$ cat config.mk
export PLATFORM = sky130hd
export DESIGN_NAME = pm_wake_gen
export DESIGN_NICKNAME = d
export VERILOG_FILES = /design/src/rtl/pm_wake_pkg.sv /design/src/rtl/pm_wake_qual.sv /design/src/rtl/pm_pstate_reg.sv /design/src/rtl/pm_sts_ctrl.sv /design/src/rtl/pm_wake_gen.sv
export SDC_FILE = /design/constraint.sdc
export NUM_CORES = 1
export LEC_CHECK = 0
export BUFFER_PORTS_ARGS = -buffer_cell sky130_fd_sc_hd__clkbuf_2
export CORE_AREA = 4 4 61 49
export DETAILED_ROUTE_END_ITERATION = 7
export DIE_AREA = 0 0 65 53
export GPL_TIMING_DRIVEN = 0
export MAX_ROUTING_LAYER = met4
export PLACE_DENSITY = 0.83
export SETUP_SLACK_MARGIN = 0.02
export SLEW_MARGIN = 20
export SYNTH_ARGS = -nofsm -noshare
export SYNTH_HDL_FRONTEND = slang
export SYNTH_SLANG_ARGS = --single-unit
export TNS_END_PERCENT = 1
$ cat constraint.sdc
create_clock -name clk_i -period 1.8 [get_ports clk_i]
set_input_delay 0.18 -clock clk_i [delete_from_list [all_inputs] [get_ports clk_i]]
set_output_delay 0.18 -clock clk_i [all_outputs]
set_load 0.02 [all_outputs]
$ cat src/rtl/pm_wake_pkg.sv
`timescale 1ns/1ps
package pm_wake_pkg;
  localparam int unsigned PS_W = 3;

  typedef enum logic [PS_W-1:0] {
    PS_D0_UNINIT = 3'd0,
    PS_D0_ACTIVE = 3'd1,
    PS_D1        = 3'd2,
    PS_D2        = 3'd3,
    PS_D3        = 3'd4
  } pstate_e;

  function automatic logic ps_code_ok(input logic [PS_W-1:0] code);
    return code <= 3'd4;
  endfunction

  function automatic logic ps_in_d0(input pstate_e s);
    return (s == PS_D0_UNINIT) || (s == PS_D0_ACTIVE);
  endfunction
endpackage

$ cat src/rtl/pm_wake_qual.sv
`timescale 1ns/1ps
module pm_wake_qual #(
  parameter int unsigned EVT_W  = 32,
  parameter int unsigned LANE_W = 8
) (
  input  logic [EVT_W-1:0] evt_i,
  input  logic [EVT_W-1:0] mask_i,
  input  logic             master_en_i,
  input  logic             ign_master_i,
  output logic             qual_o
);
  localparam int unsigned NLANE = EVT_W / LANE_W;

  logic [NLANE-1:0] lane_hit;

  // reduce per lane first to keep the OR tree shallow and regular
  for (genvar g = 0; g < NLANE; g++) begin : g_lane
    assign lane_hit[g] = |(evt_i[g*LANE_W +: LANE_W] & mask_i[g*LANE_W +: LANE_W]);
  end

  assign qual_o = (|lane_hit) & (ign_master_i | master_en_i);

  always_comb begin
    assert_qual_needs_hit_R2: assert (!qual_o || ((evt_i & mask_i) != '0));
  end
endmodule

$ cat src/rtl/pm_pstate_reg.sv
`timescale 1ns/1ps
module pm_pstate_reg
  import pm_wake_pkg::*;
(
  input  logic            clk_i,
  input  logic            rst_ni,
  input  logic            wr_i,
  input  logic [PS_W-1:0] code_i,
  output pstate_e         state_o,
  output logic            in_d0_o
);
  pstate_e state_q;

  always_ff @(posedge clk_i or negedge rst_ni) begin
    if (!rst_ni)                      state_q <= PS_D0_UNINIT;
    else if (wr_i && ps_code_ok(code_i)) state_q <= pstate_e'(code_i);
  end

  assign state_o = state_q;
  assign in_d0_o = ps_in_d0(state_q);

  assert_bad_code_hold_R1: assert property (@(posedge clk_i) disable iff (!rst_ni)
    (wr_i && !ps_code_ok(code_i)) |=> $stable(state_o));
  assert_good_code_take_R1: assert property (@(posedge clk_i) disable iff (!rst_ni)
    (wr_i && ps_code_ok(code_i)) |=> (state_o == pstate_e'($past(code_i))));
  assert_code_range_R1: assert property (@(posedge clk_i) disable iff (!rst_ni)
    ps_code_ok(state_o));
endmodule

$ cat src/rtl/pm_sts_ctrl.sv
`timescale 1ns/1ps
module pm_sts_ctrl (
  input  logic clk_i,
  input  logic rst_ni,
  input  logic in_d0_i,
  input  logic qual_i,
  input  logic card_i,
  input  logic en_wr_i,
  input  logic en_val_i,
  input  logic clr_i,
  output logic sts_o,
  output logic en_o,
  output logic oe_o
);
  logic sts_q, en_q;
  logic irq_set, card_set, set_req;

  assign irq_set  = in_d0_i & qual_i;
  assign card_set = card_i & en_q;
  assign set_req  = irq_set | card_set;

  // set beats clear so a wake that lands with the clear write is kept
  always_ff @(posedge clk_i or negedge rst_ni) begin
    if (!rst_ni)      sts_q <= 1'b0;
    else if (set_req) sts_q <= 1'b1;
    else if (clr_i)   sts_q <= 1'b0;
  end

  always_ff @(posedge clk_i or negedge rst_ni) begin
    if (!rst_ni)      en_q <= 1'b0;
    else if (en_wr_i) en_q <= en_val_i;
  end

  assign sts_o = sts_q;
  assign en_o  = en_q;
  assign oe_o  = sts_q & en_q;

  assert_irq_wake_R2: assert property (@(posedge clk_i) disable iff (!rst_ni)
    (in_d0_i && qual_i) |=> sts_o);
  assert_no_lowpower_irq_R5: assert property (@(posedge clk_i) disable iff (!rst_ni)
    (!in_d0_i && !sts_o && !(card_i && en_o)) |=> !sts_o);
  assert_card_wake_R6: assert property (@(posedge clk_i) disable iff (!rst_ni)
    (card_i && en_o) |=> sts_o);
  assert_sticky_R7: assert property (@(posedge clk_i) disable iff (!rst_ni)
    (sts_o && !clr_i) |=> sts_o);
  assert_clear_R7: assert property (@(posedge clk_i) disable iff (!rst_ni)
    (clr_i && !(in_d0_i && qual_i) && !(card_i && en_o)) |=> !sts_o);
  assert_release_R8: assert property (@(posedge clk_i) disable iff (!rst_ni)
    (en_wr_i && !en_val_i) |=> !oe_o);
endmodule

$ cat src/rtl/pm_wake_gen.sv
`timescale 1ns/1ps
module pm_wake_gen
  import pm_wake_pkg::*;
#(
  parameter int unsigned EVT_W    = 32,
  parameter int unsigned LANE_W   = 8,
  parameter int unsigned ID_BIT   = 26,
  parameter logic [31:0] ID_VALUE = 32'h1A2B_0C3D
) (
  input  logic             clk_i,
  input  logic             rst_ni,
  input  logic [EVT_W-1:0] irq_event_i,
  input  logic [EVT_W-1:0] irq_mask_i,
  input  logic             master_en_i,
  input  logic             cfg_wr_i,
  input  logic             cfg_ign_i,
  input  logic             en_wr_i,
  input  logic             en_val_i,
  input  logic             sts_clr_i,
  input  logic             ps_wr_i,
  input  logic [PS_W-1:0]  ps_code_i,
  input  logic             card_ins_i,
  output logic [PS_W-1:0]  ps_o,
  output logic             pme_sts_o,
  output logic             pme_en_o,
  output logic             cfg_ign_o,
  output logic             wake_qual_o,
  output logic [31:0]      id_word_o,
  output logic             pme_pull_o
);
  logic    ign_q;
  logic    in_d0;
  logic    qual;
  pstate_e state;

  always_ff @(posedge clk_i or negedge rst_ni) begin
    if (!rst_ni)       ign_q <= 1'b0;
    else if (cfg_wr_i) ign_q <= cfg_ign_i;
  end

  pm_wake_qual #(.EVT_W(EVT_W), .LANE_W(LANE_W)) u_qual (
    .evt_i        (irq_event_i),
    .mask_i       (irq_mask_i),
    .master_en_i  (master_en_i),
    .ign_master_i (ign_q),
    .qual_o       (qual)
  );

  pm_pstate_reg u_pstate (
    .clk_i   (clk_i),
    .rst_ni  (rst_ni),
    .wr_i    (ps_wr_i),
    .code_i  (ps_code_i),
    .state_o (state),
    .in_d0_o (in_d0)
  );

  pm_sts_ctrl u_sts (
    .clk_i    (clk_i),
    .rst_ni   (rst_ni),
    .in_d0_i  (in_d0),
    .qual_i   (qual),
    .card_i   (card_ins_i),
    .en_wr_i  (en_wr_i),
    .en_val_i (en_val_i),
    .clr_i    (sts_clr_i),
    .sts_o    (pme_sts_o),
    .en_o     (pme_en_o),
    .oe_o     (pme_pull_o)
  );

  always_comb begin
    id_word_o         = ID_VALUE;
    id_word_o[ID_BIT] = ign_q;
  end

  assign ps_o        = state;
  assign cfg_ign_o   = ign_q;
  assign wake_qual_o = qual;

  assert_id_mirror_R10: assert property (@(posedge clk_i) disable iff (!rst_ni)
    cfg_wr_i |=> (id_word_o[ID_BIT] == $past(cfg_ign_i)));
  assert_d0_write_keeps_sts_R9: assert property (@(posedge clk_i) disable iff (!rst_ni)
    (ps_wr_i && ps_code_i <= 3'd1 && pme_sts_o && !sts_clr_i) |=> pme_sts_o);
endmodule

==> flow_summary_export.csv <==
group,metric,value,unit
floorplan,fp.dieH,53,µm
cts,clockBufferDepth,2,
global_routing,grt_pass1_wl,3280,µm
sta,period_share,0.766,
floorplan,die_area,0.00345,mm²
routing,drt_iter0_markers,9,
final_layout,register_area,150,µm²
cts,cts_resized,0,
routing,drc,0,
routing,totalWireLength,2240,µm
run_status,status,"finished clean",
sta,rsz0062_at_grt,"no",
placement,port_buffers,85,
setup_path,path_common_cell,"clkbuf_2",
cts,cts_tree,"done",
global_routing,grtUsageMet3,0.0361,
cts,cts_buffers,3,
global_routing,antenna_found_initial,0,
cts,post-cts-setup-buffer-count,0,
routing,vias,880,
sta,setup_viol,0,
global_routing,grtUsageMet1,0.131,
final_layout,mostFrequentLayoutCell,"clkbuf_2",
setup_path,crit_start,"irq_event_i[23]",
synthesis,ys_ff_latch,6,
global_routing,top_usage_layer,"met2",
cts,cts_hold_buf,1,
setup_path,reg2reg_from,"u_pstate.state_o[1]",
final_layout,final_core_util,0.521,
routing,vias_per_cell,3.74,
cts,cts.clk_slew.worst_paths,40,ps
pwr,p_leak,0.795,nW
global_routing,met2_usage,0.238,
run,maxCapViolations,0,
placement,place.gp.congestion,0.716,
pwr,powerDensity,467,mW/mm²
global_routing,grt_pass1_vias,800,
routing,drtPass1Iterations,3,
synthesis,yosys_warnings,0,
final_layout,multi_input_area,378,µm²
synthesis,ys_seq_area_frac,0.224,
floorplan,row_count,16,
placement,placed_cells_incl_taps,231,
routing,antenna_left,0,
sta,tns,0,ps
sta,hold_ws,166,ps
setup_path,cp.arrival,1200,ps
synthesis,syn_area_per_cell,8.28,µm²
setup_path,required,1620,ps
sta,slew_viol_final,0,
cts,clock-root-buffer,"clkbuf_4",
final_layout,drive_gt1_frac,0.623,
synthesis,syn-instance-count,81,
min_path,hp-start,"ps_wr_i",
final_layout,area_growth,91.2,%
synthesis,yosys.cell_types.count,16,
setup_path,rrSetupSlack,860,ps
routing,wl_per_cell,9.51,µm
final_layout,stdcell_count,235,
setup_path,path_delay_family,"simple AND/OR/NAND/NOR gates",
setup_path,crit_fanout,2,
sta,period_needed,1380,ps
pwr,finalPower,0.599,mW
setup_path,crit_path_end_kind,"output port",
final_layout,final_nets,278,
sta,hold_viol,0,
setup_path,path_class,"in -> out",
final_layout,layout_common_cells,"clkbuf_2, buf_4, conb_1",
cts,h-tree-depth,1,
floorplan,core,0.00246,mm²
final_layout,fill_cells,257,
global_routing,grt_max_degree,7,
global_routing,track_usage,0.126,
setup_path,cp_slowest_cell,"nor4_2",
floorplan,start_util,0.272,
setup_path,slowest_delay,350,ps
placement,dp_hpwl,2190,µm
setup_path,crit_buf_inv,2,
synthesis,syn-cell-area,671,µm²
cts,clk_latency,240,ps
cts,cts.sinks,6,
min_path,hold_class,"in -> reg",
pwr,peakVddDrop,388,µV
setup_path,start_kind,"input port",
setup_path,path_cells,"clkbuf_2, a22oi_1, nand4_1, nor4_2, nor2_1, clkbuf_2",
floorplan,die_x,65,µm
final_layout,diodes,0,
floorplan,ios,117,
sta,fmax,726,MHz
sta,fin_skew,3.17,ps
global_routing,grt-ovfl-total,0,
through the flow:
| step | setup slack, ps | cell area (µm²) |
|---|---|---|
| 2_1_floorplan | 709 | 779 |
| 4_1_cts | 394 | 1280 |
| 3_3_place_gp | 412 | 1250 |
| 5_1_grt | 316 | 1280 |
| 6_report | 422 | 1280 |
| 3_5_place_dp | 401 | 1250 |
path summary, 6_finish.rpt:
path / end / cells after the start
worst min-delay path: u_pstate.state_o[1] / 2
min in group asynchronous: cfg_ign_o / 2
max in group asynchronous: u_pstate.state_o[0] / 2
worst max register to register: u_sts.sts_o / 2
worst max-delay path: wake_qual_o / 6
worst min register to register: u_pstate.state_o[2] / 2
where the power goes:
group | internal (mW) | switching, mW
Clock | 0.0752 | 0.0460
Combinational | 0.154 | 0.158
Sequential | 0.152 | 0.0124
Total | 0.382 | 0.217
routing by layer:
| metal | vias to the layer above | share of wire |
|---|---|---|
| met1 | 356 | 0.32 |
| met2 | 57 | 0.55 |
| met5 | - | 0 |
| met4 | 0 | 0 |
| met3 | 0 | 0.14 |
| li1 | 467 | - |
synthesized netlist by cell type:
master   count  area share
buf_4       32        0.36
mux2_2       2       0.034
dfrtp_1      6        0.22
and2_1       1      0.0093
nand2_1      2       0.011
or3_1        1      0.0093
a31oi_1      3       0.028
a22oi_2      1       0.019
nand4_1      4       0.037
inv_1        3       0.017
a22oi_1     16        0.18
nor2b_1      1      0.0093
nor4_2       1       0.019
o21ai_1      1      0.0075
conb_1       2       0.011
nor2_1       5       0.028
area by class of cell:
| cell class | count | share of cell area |
|---|---|---|
| multi-input combinational | 69 | 0.295 |
| tap | 36 | 0.0351 |
| sequential | 6 | 0.117 |
| timing repair buffer | 86 | 0.340 |
| inverter | 3 | 0.00878 |
| buffer | 32 | 0.187 |
| clock buffer | 3 | 0.0176 |
kinds of logic (layout without fill, tap and decap cells):
logic type | after synthesis | count (layout) | share of synthesized area
other cells | 2 | 31 | 0.0112
flops | 6 | 6 | 0.224
buf+inv | 35 | 124 | 0.375
compound gates | 21 | 21 | 0.233
mux | 2 | 2 | 0.0336
simple gates | 15 | 15 | 0.123
state kept, by name, summed over array words and instances, names as in the netlist:
name / flops
u_pstate.state_o: 3
u_sts.en_o: 1
u_sts.sts_o: 1
cfg_ign_o: 1
(Power assumes the default switching activity.)
